**src/rtl/prog_host_pkg.sv**
```systemverilog
`timescale 1ns/1ps
package prog_host_pkg;
  localparam int WORD_W  = 12;
  localparam int FIELD_W = 14;
  localparam int ADDR_W  = 11;
  localparam int CMD_W   = 6;
  localparam int XFER_W  = FIELD_W + 2;

  typedef enum logic [2:0] {
    OP_LOAD  = 3'd0,
    OP_READ  = 3'd1,
    OP_INC   = 3'd2,
    OP_BEGIN = 3'd3,
    OP_END   = 3'd4,
    OP_ERASE = 3'd5,
    OP_PROG  = 3'd6
  } opE;

  // control -> datapath strobes
  typedef struct packed {
    logic              goShift;
    logic              goWait;
    logic              longWait;
    logic              drive;
    logic              dataPhase;
    logic [XFER_W-1:0] pattern;
  } strobeT;

  function automatic logic [CMD_W-1:0] cmdOf(opE op);
    case (op)
      OP_LOAD:  cmdOf = 6'h02;
      OP_READ:  cmdOf = 6'h04;
      OP_INC:   cmdOf = 6'h06;
      OP_BEGIN: cmdOf = 6'h08;
      OP_END:   cmdOf = 6'h0E;
      OP_ERASE: cmdOf = 6'h09;
      default:  cmdOf = 6'h00;
    endcase
  endfunction
endpackage

```
**src/rtl/prog_host_dp.sv**
```systemverilog
`timescale 1ns/1ps
module prog_host_dp
  import prog_host_pkg::*;
#(
  parameter int HALF_CYC  = 20,
  parameter int SHORT_CYC = 200,
  parameter int LONG_CYC  = 20000
) (
  input  logic               clk,
  input  logic               rstN,
  input  strobeT             stb,
  input  logic               datIn,
  output logic               done,
  output logic [WORD_W-1:0]  rxWord,
  output logic               pClk,
  output logic               pDat,
  output logic               pOe
);
  localparam int TW = $clog2(LONG_CYC + 1);
  localparam logic [TW-1:0] HALF_L  = TW'(HALF_CYC - 1);
  localparam logic [TW-1:0] SHORT_L = TW'(SHORT_CYC - 1);
  localparam logic [TW-1:0] LONG_L  = TW'(LONG_CYC - 1);

  typedef enum logic [1:0] {D_IDLE, D_HIGH, D_LOW, D_WAIT} dstE;

  dstE               st;
  logic [TW-1:0]     tmr;
  logic [4:0]        left;
  logic [XFER_W-2:0] sh;
  logic [XFER_W-2:0] rx;

  assign rxWord = rx[WORD_W-1:0];

  always_ff @(posedge clk) begin
    if (!rstN) begin
      st <= D_IDLE; tmr <= '0; left <= '0; sh <= '0; rx <= '0;
      done <= 1'b0; pClk <= 1'b0; pDat <= 1'b0; pOe <= 1'b0;
    end else begin
      done <= 1'b0;
      case (st)
        D_IDLE: begin
          if (stb.goShift) begin
            st   <= D_HIGH;
            tmr  <= HALF_L;
            left <= stb.dataPhase ? 5'd16 : 5'(CMD_W);
            sh   <= stb.pattern[XFER_W-1:1];
            pOe  <= stb.drive;
            pClk <= 1'b1;
            if (stb.drive) pDat <= stb.pattern[0];
          end else if (stb.goWait) begin
            st  <= D_WAIT;
            tmr <= stb.longWait ? LONG_L : SHORT_L;
          end
        end
        D_HIGH: begin
          if (tmr == '0) begin
            rx   <= {datIn, rx[XFER_W-2:1]};   // sample late in high phase
            pClk <= 1'b0;
            st   <= D_LOW;
            tmr  <= HALF_L;
          end else tmr <= tmr - 1'b1;
        end
        D_LOW: begin
          if (tmr == '0) begin
            if (left == 5'd1) begin
              st   <= D_IDLE;
              done <= 1'b1;
            end else begin
              left <= left - 1'b1;
              sh   <= {1'b0, sh[XFER_W-2:1]};
              if (pOe) pDat <= sh[0];
              pClk <= 1'b1;
              st   <= D_HIGH;
              tmr  <= HALF_L;
            end
          end else tmr <= tmr - 1'b1;
        end
        default: begin
          if (tmr == '0) begin
            st   <= D_IDLE;
            done <= 1'b1;
          end else tmr <= tmr - 1'b1;
        end
      endcase
    end
  end

  a_r2_hold_at_fall: assert property (@(posedge clk) disable iff (!rstN)
    $fell(pClk) |-> $stable(pDat));

  a_r2_change_at_rise: assert property (@(posedge clk) disable iff (!rstN)
    (pOe && !$stable(pDat)) |-> $rose(pClk));

  a_r10_clock_parked: assert property (@(posedge clk) disable iff (!rstN)
    (st == D_IDLE || st == D_WAIT) |-> !pClk);
endmodule

```
**src/rtl/prog_host_ctl.sv**
```systemverilog
`timescale 1ns/1ps
module prog_host_ctl
  import prog_host_pkg::*;
(
  input  logic              clk,
  input  logic              rstN,
  input  logic              reqValid,
  input  logic [2:0]        reqOp,
  input  logic [WORD_W-1:0] reqWord,
  output logic              reqReady,
  output logic              rspValid,
  output logic [WORD_W-1:0] rspWord,
  output logic              verifyErr,
  output logic [ADDR_W-1:0] errAddr,
  output logic              modeEn,
  output strobeT            stb,
  input  logic              done,
  input  logic [WORD_W-1:0] rxWord
);
  typedef enum logic [2:0] {C_IDLE, C_CMDW, C_GAP1W, C_DATW, C_GAP2W, C_HALT} cstE;

  cstE               st;
  opE                curCmd;
  opE                launchCmd;
  logic              launch;
  logic              seqMode;
  logic              preInc;
  logic              isProg;
  logic [WORD_W-1:0] wordR;
  logic [ADDR_W-1:0] addrR;

  assign reqReady = (st == C_IDLE);
  assign isProg   = (reqOp[2:1] == 2'b11);

  always_comb begin
    launch    = 1'b0;
    launchCmd = OP_LOAD;
    if (st == C_IDLE && reqValid) begin
      launch = 1'b1;
      if (isProg) launchCmd = (addrR == '1) ? OP_INC : OP_LOAD;
      else        launchCmd = opE'(reqOp);
    end else if (st == C_GAP2W && done && seqMode) begin
      case (curCmd)
        OP_INC:   if (preInc) begin launch = 1'b1; launchCmd = OP_LOAD; end
        OP_LOAD:  begin launch = 1'b1; launchCmd = OP_BEGIN; end
        OP_BEGIN: begin launch = 1'b1; launchCmd = OP_END;   end
        OP_END:   begin launch = 1'b1; launchCmd = OP_READ;  end
        OP_READ:  begin launch = 1'b1; launchCmd = OP_INC;   end
        default:  ;
      endcase
    end
  end

  always_ff @(posedge clk) begin
    if (!rstN) begin
      st <= C_IDLE; curCmd <= OP_LOAD; seqMode <= 1'b0; preInc <= 1'b0;
      wordR <= '0; addrR <= '1; rspValid <= 1'b0; rspWord <= '0;
      verifyErr <= 1'b0; errAddr <= '0; modeEn <= 1'b0; stb <= '0;
    end else begin
      modeEn   <= 1'b1;
      rspValid <= 1'b0;
      stb      <= '0;
      if (st == C_IDLE && reqValid) begin
        wordR   <= reqWord;
        seqMode <= isProg;
        preInc  <= isProg && (addrR == '1);
      end
      if (launch) begin
        st          <= C_CMDW;
        curCmd      <= launchCmd;
        stb.goShift <= 1'b1;
        stb.drive   <= 1'b1;
        stb.pattern <= {(XFER_W-CMD_W)'(0), cmdOf(launchCmd)};
        if (st == C_GAP2W && launchCmd == OP_LOAD) preInc <= 1'b0;
      end else begin
        case (st)
          C_CMDW: if (done) begin
            stb.goWait <= 1'b1;
            if (curCmd == OP_INC) addrR <= addrR + 1'b1;
            if (curCmd == OP_LOAD || curCmd == OP_READ) st <= C_GAP1W;
            else begin
              stb.longWait <= (curCmd == OP_END);
              st <= C_GAP2W;
            end
          end
          C_GAP1W: if (done) begin
            stb.goShift   <= 1'b1;
            stb.dataPhase <= 1'b1;
            stb.drive     <= (curCmd == OP_LOAD);
            stb.pattern   <= (curCmd == OP_LOAD) ?
                             {1'b0, (FIELD_W-WORD_W)'(0), wordR, 1'b0} : '0;
            st <= C_DATW;
          end
          C_DATW: if (done) begin
            if (curCmd == OP_READ) rspWord <= rxWord;
            if (curCmd == OP_READ && seqMode && rxWord != wordR) begin
              verifyErr <= 1'b1;
              errAddr   <= addrR;
              st        <= C_HALT;
            end else begin
              stb.goWait <= 1'b1;
              st <= C_GAP2W;
            end
          end
          C_GAP2W: if (done) begin
            st       <= C_IDLE;
            rspValid <= 1'b1;
            seqMode  <= 1'b0;
          end
          default: ;
        endcase
      end
    end
  end

  a_r7_rsp_one_cycle: assert property (@(posedge clk) disable iff (!rstN)
    rspValid |=> !rspValid);

  a_r9_error_sticky: assert property (@(posedge clk) disable iff (!rstN)
    verifyErr |=> (verifyErr && !reqReady && $stable(errAddr)));

  a_r9_link_quiet: assert property (@(posedge clk) disable iff (!rstN)
    verifyErr |-> !stb.goShift);

  a_r8_addr_step: assert property (@(posedge clk) disable iff (!rstN)
    !$stable(addrR) |-> (addrR == $past(addrR) + 1'b1));
endmodule

```
**src/rtl/prog_link_host.sv**
```systemverilog
`timescale 1ns/1ps
module prog_link_host
  import prog_host_pkg::*;
#(
  parameter int CLK_MHZ  = 200,
  parameter int SETUP_NS = 100,
  parameter int SHORT_US = 1,
  parameter int LONG_US  = 100
) (
  input  logic              clk,
  input  logic              rstN,
  input  logic              reqValid,
  input  logic [2:0]        reqOp,
  input  logic [WORD_W-1:0] reqWord,
  output logic              reqReady,
  output logic              rspValid,
  output logic [WORD_W-1:0] rspWord,
  output logic              verifyErr,
  output logic [ADDR_W-1:0] errAddr,
  output logic              modeEn,
  output logic              progClk,
  output logic              progDat,
  output logic              progDatOe,
  input  logic              progDatIn
);
  localparam int HALF_CYC  = (SETUP_NS * CLK_MHZ + 999) / 1000;
  localparam int SHORT_CYC = SHORT_US * CLK_MHZ;
  localparam int LONG_CYC  = LONG_US * CLK_MHZ;

  strobeT            stb;
  logic              done;
  logic [WORD_W-1:0] rxWord;

  prog_host_ctl u_ctl (
    .clk(clk), .rstN(rstN), .reqValid(reqValid), .reqOp(reqOp), .reqWord(reqWord),
    .reqReady(reqReady), .rspValid(rspValid), .rspWord(rspWord),
    .verifyErr(verifyErr), .errAddr(errAddr), .modeEn(modeEn),
    .stb(stb), .done(done), .rxWord(rxWord)
  );

  prog_host_dp #(.HALF_CYC(HALF_CYC), .SHORT_CYC(SHORT_CYC), .LONG_CYC(LONG_CYC)) u_dp (
    .clk(clk), .rstN(rstN), .stb(stb), .datIn(progDatIn), .done(done),
    .rxWord(rxWord), .pClk(progClk), .pDat(progDat), .pOe(progDatOe)
  );
endmodule

```
**config.mk**
```make
export PLATFORM = sky130hd
export DESIGN_NAME = prog_link_host
export DESIGN_NICKNAME = d
export VERILOG_FILES = /design/src/rtl/prog_host_pkg.sv /design/src/rtl/prog_host_dp.sv /design/src/rtl/prog_host_ctl.sv /design/src/rtl/prog_link_host.sv
export SDC_FILE = /design/constraint.sdc
export NUM_CORES = 1
export LEC_CHECK = 0
export BUFFER_PORTS_ARGS = -buffer_cell sky130_fd_sc_hd__clkbuf_2
export CAP_MARGIN = 20
export CORE_ASPECT_RATIO = 1.2
export CORE_MARGIN = 2
export CORE_UTILIZATION = 60
export CTS_CLUSTER_DIAMETER = 200
export CTS_CLUSTER_SIZE = 40
export DETAILED_ROUTE_END_ITERATION = 8
export PLACE_DENSITY = 0.78
export SLEW_MARGIN = 10
export SYNTH_ARGS = -nofsm -noshare
export SYNTH_HDL_FRONTEND = slang
export SYNTH_SLANG_ARGS = --single-unit
```
**constraint.sdc**
```tcl
create_clock -name clk -period 2.7 [get_ports clk]
set_input_delay 0.135 -clock clk [delete_from_list [all_inputs] [get_ports clk]]
set_output_delay 0.135 -clock clk [all_outputs]
set_load 0.01 [all_outputs]
```
; ---- After elaboration in Yosys (flattened, before gate mapping)
; Cells that the tools add are included.
[op_classes]
addsub = 3
eq_ne = 36
muxes = 78
bitwise_logic = 7
n_reduce_logical = 38
[op_table]
columns = op, n
row1 = $mux 15, 10
row2 = $pmux 15 s3, 1
row3 = $mux 18, 2
row4 = $mux 1, 33
row5 = $pmux 15 s2, 1
row6 = $mux 3, 8
row7 = $pmux 3 s4, 2
row8 = $pmux 4 s6, 1
row9 = $mux 5, 4
row10 = $reduce_and 4->1, 5
row11 = $eq 3x2->1 const B, 6
row12 = $logic_not 15->1, 1
row13 = $reduce_and 5->1, 3
row14 = $sub 15x1->15 const B, 1
row15 = $mux 2, 7
row16 = $ne 2x1->1 const B, 7
row17 = $mux 13, 1
row18 = $eq 3x3->1 const B, 4
row19 = $ne 12x12->1, 1
row20 = $ne 3x1->1 const B, 4
row21 = $add 11x1->11 const B, 1
row22 = $eq 11x11->1 const B, 1
row23 = $pmux 5 s2, 1
row24 = $reduce_or 5->1, 2
row25 = 27 further kinds, 55
[word_totals]
register_bits = 134
inputBits = 19
output_inout_bits = 30

; ---- Logic depth before layout (Yosys ltp)
; Gate-level depths: netlist of run 1.
[logic_depth]
depth_word = 9
ltp_mapped = 10

; ---- Cells and area by module
; A second synthesis of run 1 with hierarchy kept.
[hier_totals]
hier_cells = 721
hier_area_um2 = 6321.1
[by_module_without_submodules]
columns = module, n_inst, cells_each, area_each_um2, seq_area_each_um2
row1 = prog_host_dp, 1, 375, 3219.3, 1121.1
row2 = prog_host_ctl, 1, 346, 3101.7, 1501.4

; ---- Worst setup path before layout of run 1
; Ideal clock, no wire load.
[synth_path]
path_kind = register to register
start = register u_ctl.curCmd[2]
end = register u_ctl.addrR[9]
setup_time_ns = 0.129
arrival_ns = 1.782
required_time_ns = 2.571
setup_slack_ns = 0.788
path_stages_with_launch = 7
path_buffers = 1
path_cell_list = dfxtp_1 -> buf_6 -> or4b_4 -> nor4_1 -> nand4_1 -> xor2_1 -> nand2_1
[synth_via]
elab_chain_cells = 7
[synth_rtl]
columns = item, line_no
row1 = from (decl), prog_host_ctl.sv:23  ; opE curCmd;
row2 = from (signal assigned), prog_host_ctl.sv:70  ; curCmd <= launchCmd;
row3 = "$eq 3x2->1, or another cell as far along", prog_host_ctl.sv:43  ; case (curCmd)
row4 = $reduce_or 4->1 (no line), n/a
row5 = $pmux 1 s2, prog_host_ctl.sv:43
row6 = $mux 1, prog_host_ctl.sv:42  ; end else if (st == C_GAP2W && done && seqMode) begin
row7 = $mux 1, prog_host_ctl.sv:38  ; if (st == C_IDLE && reqValid) begin
row8 = $not 1->1 (no line), n/a
row9 = $reduce_and 4->1 (no line) (*), n/a
row10 = to (signal assigned), prog_host_ctl.sv:79  ; if (curCmd == OP_INC) addrR <= addrR + 1'b1;
row11 = to (decl), prog_host_ctl.sv:30  ; logic [ADDR_W-1:0] addrR;
; Every way passes the cells marked *; elsewhere a longest branch is shown, timed or not.
; A chain may end at the register's enable or synchronous reset.

; ---- Final worst setup path of run 1
[layout_path]
start = register u_dp.st[0]
end = register u_dp.sh[1]
[layout_via]
elab_chain_cells = 3
[layout_rtl]
columns = item, line_no
row1 = from (decl), prog_host_dp.sv:26  ; dstE st;
row2 = from (signal assigned), prog_host_dp.sv:36  ; st <= D_IDLE; tmr <= '0; left <= '0; sh <= '0; rx <= '0;
row3 = from (signal assigned), prog_host_dp.sv:43  ; st <= D_HIGH;
row4 = from (signal assigned), prog_host_dp.sv:51  ; st <= D_WAIT;
row5 = $eq 2x2->1 / $logic_not 2->1 (equally long branches), prog_host_dp.sv:40  ; case (st)
row6 = "$ne 2x1->1 (no line), or another cell as far along", n/a
row7 = $reduce_and 4->1 (no line), n/a
row8 = to (signal assigned), prog_host_dp.sv:46  ; sh <= stb.pattern[XFER_W-1:1];
row9 = to (signal assigned), prog_host_dp.sv:70  ; sh <= {1'b0, sh[XFER_W-2:1]};
row10 = to (decl), prog_host_dp.sv:29  ; logic [XFER_W-2:0] sh;
; Several ways; a longest one is shown, not always the timed one.

==> reports/metrics.cfg, run 1 <==
[floorplanning]
coreArea_um2 = 9515
ios = 49
die_w_um = 94.29
initial_core_util = 0.6168
die-area_um2 = 10590
die_h_um = 112.3
num_rows = 39

[yosys]
synth_area_um2 = 5869
synth.most_common_cell = nand2_1
syn_avg_cell_area_um2 = 8.397
synth_top_area_frac = 0.4366
synth_ff_type = dfxtp_1
ys_top_cells_by_count = nand2_1, dfxtp_1, a21oi_1, nand3_1, clkbuf_1
yosysSeqAreaShare = 0.4366
ys_ff_latch = 128
yosys_warnings = 0
synthCells = 699
yosys.area.top_type = dfxtp_1
synth_area_leaders = dfxtp_1, nand2_1, a21oi_1
synth_edf_count = 0
synth.distinct_cells = 69
async_reset_ff_frac = 0
synth_nets = 727

[worst_setup_path]
critPathBufInv = 2
cpLargestDelayFamily = simple AND/OR/NAND/NOR gates
path_class = reg -> reg
worstReg2RegEnd = u_dp.sh[1]$_SDFFE_PN0P_
worst_setup_path_end_kind = register
crit_end = u_dp.sh[1]$_SDFFE_PN0P_
path_depth = 7
path_cells = inv_1, ha_1, nor2b_1, nor2_1, buf_4, nand3_1, o211a_1
r2r_start = u_dp.st[0]$_SDFFE_PN0P_
cp.required_ns = 3.00
slowest_delay_ns = 0.59
r2r_cells = 7
critical_path.max_fanout = 14
startpoint = u_dp.st[0]$_SDFFE_PN0P_
worst_path_max_delay_cell = nor2_1
crit_path_start_kind = register
reg2reg_slack_ns = 0.37
arrival_ns = 2.63

[detailed_routing]
wl_per_cell_um = 16.33
first_pass_iters = 6
ant_nets = 0
vias = 5292
drcViolationCount = 0
routed_wl_mm = 14.37
drtIter0Drc = 376
vias_per_cell = 6.014

[global_routing]
grt_pass1_vias = 5228
grt_first_pass_wirelength_mm = 23.85
overflow = 0
antenna_found_initial = 0
grt_max_degree = 49
gr-usage-all-layers = 0.2781

[timing]
worst_pin_slew_ns = 0.7337
period_needed_ns = 2.330
fin_crit_sh = 0.8629
finalSetupTns_ns = 0
fin_skew_ns = 0.007251
hold_viol = 0
setup_viol = 0
drv_slew = 0
finalWorstSetupSlack_ns = 0.3702
max_freq_ghz = 0.4292
rsz0062_at_grt = no
slew-limit-headroom = 0.5063

[power]
total_leakage_power_uw = 0.002836
power_per_cell_area_nw_per_um2 = 954.9
ir_drop_mv = 0.5500

[final_layout]
layout-drive-gt1-share = 0.1466
nNetsFinal = 772
fill_cells = 694
syn2layout_area_growth_pct = 17.97
n_antenna_cell = 0

[clock_network]
cts_tree = yes
cts_root_buf = clkbuf_16
clock-sinks = 128
clockBufferDepth = 2
clock_latency_ns = 0.42
numCtsBuffers = 17
cts_max_level = 4
cts_setup_buffers = 0
path_clk_slew_ns = 0.05

[min_path]
hp-class = in -> reg

[run_status]
status = complete, no violations

[placement]
place_congestion = 0.8931
dpl.hpwl_mm = 9.425
portBuffers = 48
dpl_worst_slack_ns = 0.4536

[run]
max_cap_viol_count = 0

[timing repair]
item                      CTS  global route
hold buffers               13             0
hold endpoints to repair   13             0
resized for setup           0             0
[metrics by stage]
stage,cells,hold WS (ns),utilization,power (uW),instance area [um^2]
after floorplan,699,0.1627,-,3737,5869
after global placement,835,0.3582,0.6458,4034,6145
after detailed placement,835,0.3677,0.6458,4099,6145
after CTS,880,0.01835,0.7277,6591,6924
after global routing,880,0.04077,0.7277,6934,6924
final,880,0.02091,0.7277,6612,6924
[kinds of logic (layout without fill, tap and decap cells)]
group / Yosys count / after routing / share of synthesized area
and+or+nand+nor: 293 / 293 / 0.2528
AOI/OAI and AO/OA: 160 / 160 / 0.1722
DFF: 128 / 128 / 0.4366
buffers and inverters: 65 / 123 / 0.04839
muxes: 24 / 24 / 0.04093
xor gates and xnor gates: 20 / 20 / 0.02984
adders and majority gates: 9 / 9 / 0.01919
[worst register-to-register path, stage by stage (launching register included)]
cell and delay (ns):
dfxtp_1 0.38, inv_1 0.11, ha_1 0.36, nor2b_1 0.25, nor2_1 0.59, buf_4 0.28, nand3_1 0.11, o211a_1 0.14
[layout make-up]
cell class,count,area [um^2],share of cell area
Sequential cell,128,2562,0.3701
Clock inverter,12,182.7,0.02638
Tap cell,123,153.9,0.02223
Multi-Input combinational cell,506,3023,0.4366
Inverter,16,60.06,0.008674
Timing Repair Buffer,75,475.5,0.06867
Clock buffer,20,466.7,0.06740
[worst min path at each step]
stage                      startpoint                           end  cells past startpoint
after floorplan                  rstN          u_ctl.modeEn$_DFF_P_                      0
after global placement    reqWord[10]  u_ctl.wordR[10]$_SDFFE_PN0N_                      3
after detailed placement   reqWord[3]   u_ctl.wordR[3]$_SDFFE_PN0N_                      3
after CTS                    reqOp[1]      u_ctl.seqMode$_SDFF_PN0_                      3
after global routing         reqOp[1]      u_ctl.seqMode$_SDFF_PN0_                      3
final                        reqOp[1]      u_ctl.seqMode$_SDFF_PN0_                      3
[state kept, by name, indices dropped and copies added, names as in the netlist, 2 cells and up]
signal	cells
u_ctl.stb	18
u_dp.rx	15
u_dp.tmr	15
u_ctl.rspWord	12
u_ctl.wordR	12
u_dp.sh	12
u_ctl.addrR	11
u_ctl.errAddr	11
u_dp.left	5
u_ctl.curCmd	3
u_ctl.st	3
u_dp.st	2
[placed cells by master, fill, tap and decap left out, drive strengths merged, types with 4 or more instances in the layout]
cell type and instances:
a21oi 77, xor2 17, or4 5, dlygate4sd3 13
bufinv 4, dfxtp 128, nor3b 5, nor2 34
clkbuf 68, clkinv 5, o22ai 8, nor3 14
mux2i 24, nor2b 4, nor4 11, buf 14
inv 16, nand4 8, ha 9, and2 4
or3 6, o211a 11, and3 11, o31ai 7
o211ai 4, o21ai 20, nand3 42, nand2 130
nand2b 7
[routing by layer]
layer  up-vias  wire length, um  GRT usage
met5         -                0          0
li1       2565                -          -
met1      2506             5847     0.3283
met3        46              618    0.04765
met2       175             7413     0.4771
met4         0              490     0.1478
[report_power, final]
group | switching, uW | total, uW | internal [uW]
clock network | 851 | 2470 | 1620
registers | 184 | 2240 | 2060
logic | 1170 | 1900 | 730
Power figures use the tool's default switching activity.
==> inputs of run 2 (changes only) <==
PLACE_DENSITY = 0.77   (was 0.78)
SYNTH_HIERARCHICAL = 1   (was unset)
==> run 2 against run 1 <==
Effect of this change:
- sequential share of layout area shrank 0.47 points
- critical path depth is the same
- synthesized cell count grew 3.1%
- global-route usage shrank 2.6 points
- critical path type unchanged
- non-clock buffer count shrank 5
- flip-flop and latch count grew 3
- register-to-register slack lost 0.05 ns
- power shrank 1.1%
==> reports/metrics.cfg, run 2 <==
[run_status]
status = complete, no violations

[timing]
fin_crit_sh = 0.8819
max_freq_ghz = 0.4200
finalSetupTns_ns = 0
worst_pin_slew_ns = 0.6273
period_needed_ns = 2.381
whs_ns = 0.05820
fin_skew_ns = 0.008331
rsz0062_at_grt = no
slew-limit-headroom = 0.5808
hold_viol = 0
drv_slew = 0
setup_viol = 0

[clock_network]
numCtsBuffers = 17
path_clk_slew_ns = 0.06
clock_latency_ns = 0.42
clock-sinks = 131
cts_max_level = 4
cts_resized = 0
cts_root_buf = clkbuf_16
cts_tree = yes
clockBufferDepth = 2

[final_layout]
largest_reg_flops = 18
post_layout_nonfiller_instances = 895
final_area_um2 = 7178
n_antenna_cell = 0
final_common_cell = dfxtp_1
regMostFlops = u_ctl/stb
syn2layout_area_growth_pct = 13.56
nNetsFinal = 781
layout-drive-gt1-share = 0.1619
final_cell_mix = dfxtp_1, nand2_1, clkbuf_2, a21oi_1, nor2_1

[worst_setup_path]
worst_path_max_delay_cell = a21o_1
worstReg2RegEnd = u_dp/left[4]$_SDFFE_PN0P_
path_class = reg -> reg
r2r_start = u_dp/tmr[0]$_SDFFE_PN0P_
worst_setup_path_end_kind = register
crit_path_start_kind = register
cp.required_ns = 3.01
r2r_cells = 7
reg2reg_slack_ns = 0.32
critPathBufInv = 1
critical_path.max_fanout = 17
path_cells = inv_1, ha_1, nor4b_2, and4_1, a21o_1, a21oi_1, a31o_2
cpLargestDelayFamily = compound AO/OA/AOI/OAI gates
slowest_delay_ns = 0.51
arrival_ns = 2.69

[yosys]
yosysSeqAreaShare = 0.4149
yosys.area.top_type = dfxtp_1
synthAdderAreaFrac = 0.01781
synthXorXnorAreaFrac = 0.02356
synth.distinct_cells = 74
synth_edf_count = 0
ys_ff_latch = 131
synth_ff_type = dfxtp_1
synth_area_leaders = dfxtp_1, nand2_1, mux2i_1
syn_avg_cell_area_um2 = 8.767
yosys_warnings = 6
synth_top_area_frac = 0.4149
async_reset_ff_frac = 0
synth-compound-area-share = 0.1710
synth.most_common_cell = dfxtp_1
yosys.area_share.simple = 0.2421
ys_top_cells_by_count = dfxtp_1, nand2_1, a21oi_1, nor2_1, mux2i_1
muxShareOfSynthArea = 0.06591
synth_area_um2 = 6321
synth_top_family_by_area = simple AND/OR/NAND/NOR gates
synthCells = 721

[global_routing]
overflow = 0
antenna_found_initial = 0
grt_pass1_vias = 5017
grt_first_pass_wirelength_mm = 23.43
grt_max_degree = 89
gr-usage-all-layers = 0.2520

[floorplanning]
num_rows = 41
die_h_um = 116.4
ios = 49
initial_core_util = 0.6070
die_w_um = 97.70
die-area_um2 = 11380
coreArea_um2 = 10410

[placement]
dpl.hpwl_mm = 9.162
dp.cells = 849
portBuffers = 48
place_congestion = 0.8353
dpl-instance-area_um2 = 6460

[detailed_routing]
vias_per_cell = 5.934
ant_nets = 0
routed_wl_mm = 14.06
drtIter0Drc = 274
first_pass_iters = 5
wl_per_cell_um = 15.70
drcViolationCount = 0
vias = 5311

[min_path]
hold_depth = 3
holdCritStartpoint = reqOp[2]
worstHoldEndpoint = u_ctl/seqMode$_SDFF_PN0_
hp-class = in -> reg

[run]
max_cap_viol_count = 0

[power]
ir_drop_mv = 0.4624
total_leakage_power_uw = 0.002895
power_per_cell_area_nw_per_um2 = 911.4

==> run 2: changes by cell type in the layout (fill, tap and decap cells not counted), sizes merged, moves of 10 or more <==
cell    before  now
a21oi       77   47
a21boi       2   23
xor2        17    1
mux2i       24   39
xnor2        3   16
nand2      130  119
nor3        14   25
and2         4   14
nor2        34   44
==> run 2: how the worst max path moves through the flow <==
stage	start	end	slack, ns	cells after the start
4_1_cts	u_dp/tmr[0]$_SDFFE_PN0P_	u_dp/left[4]$_SDFFE_PN0P_	0.35	7
3_3_place_gp	u_dp/tmr[0]$_SDFFE_PN0P_	u_dp/left[4]$_SDFFE_PN0P_	0.47	7
2_1_floorplan	u_dp/st[0]$_SDFFE_PN0P_	u_dp/pDat$_SDFFE_PN0P_	0.74	9
3_5_place_dp	u_dp/tmr[0]$_SDFFE_PN0P_	u_dp/left[4]$_SDFFE_PN0P_	0.35	7
6_report	u_dp/tmr[0]$_SDFFE_PN0P_	u_dp/left[4]$_SDFFE_PN0P_	0.32	7
5_1_grt	u_dp/tmr[0]$_SDFFE_PN0P_	u_dp/sh[7]$_SDFFE_PN0P_	0.1	7
==> run 2: area by class of cell <==
cell class              count  area (um^2)
clock buffers              18        439.2
repair buffers             70        450.4
multi-input cells         520         3314
clock inverters            14        141.4
inverters                  13        48.80
fillers                   774         3236
well taps                 129        161.4
flip-flops and latches    131         2623
==> run 2: where the power goes <==
| group | internal [uW] | leakage [uW] | switching [uW] |
|---|---|---|---|
| clock network | 1320 | 0.000285 | 923 |
| logic | 745 | 0.00155 | 1230 |
| registers | 2120 | 0.00106 | 205 |
| total | 4180 | 0.00290 | 2360 |
==> run 2: what timing repair did <==
action                    in CTS  in global routing
buffers inserted               0                  0
hold buffers                  13                  0
hold endpoints to repair      13                  0
==> run 2: logic make-up after synthesis <==
family,Yosys count
xor gates and xnor gates,17
muxes,41
AOI/OAI and AO/OA,153
adders and majority gates,9
other,1
and+or+nand+nor,297
buffers and inverters,72
DFF,131
==> run 2: layer usage <==
metal	part of all wire	wire length (um)	track usage	vias up
met4	0.015	210	0.08704	0
li1	-	-	-	2595
met3	0.046	644	0.05685	23
met2	0.50	7078	0.4409	166
met1	0.44	6121	0.3094	2527
met5	0	0	0	-
==> run 2: tightest hold or removal path, cell delays in order <==
cell	delay (ns)
clkbuf_2	0.12
nand3_1	0.10
a21oi_1	0.07
==> run 2: metrics by stage <==
step           total power (uW)  setup slack (ns)  utilization
2_1_floorplan              3974            0.7447            -
3_3_place_gp               4190            0.4723       0.6203
3_5_place_dp               4268            0.3543       0.6203
4_1_cts                    6533            0.3480       0.6886
5_1_grt                    6905           0.09583       0.6893
6_report                   6542            0.3190       0.6893
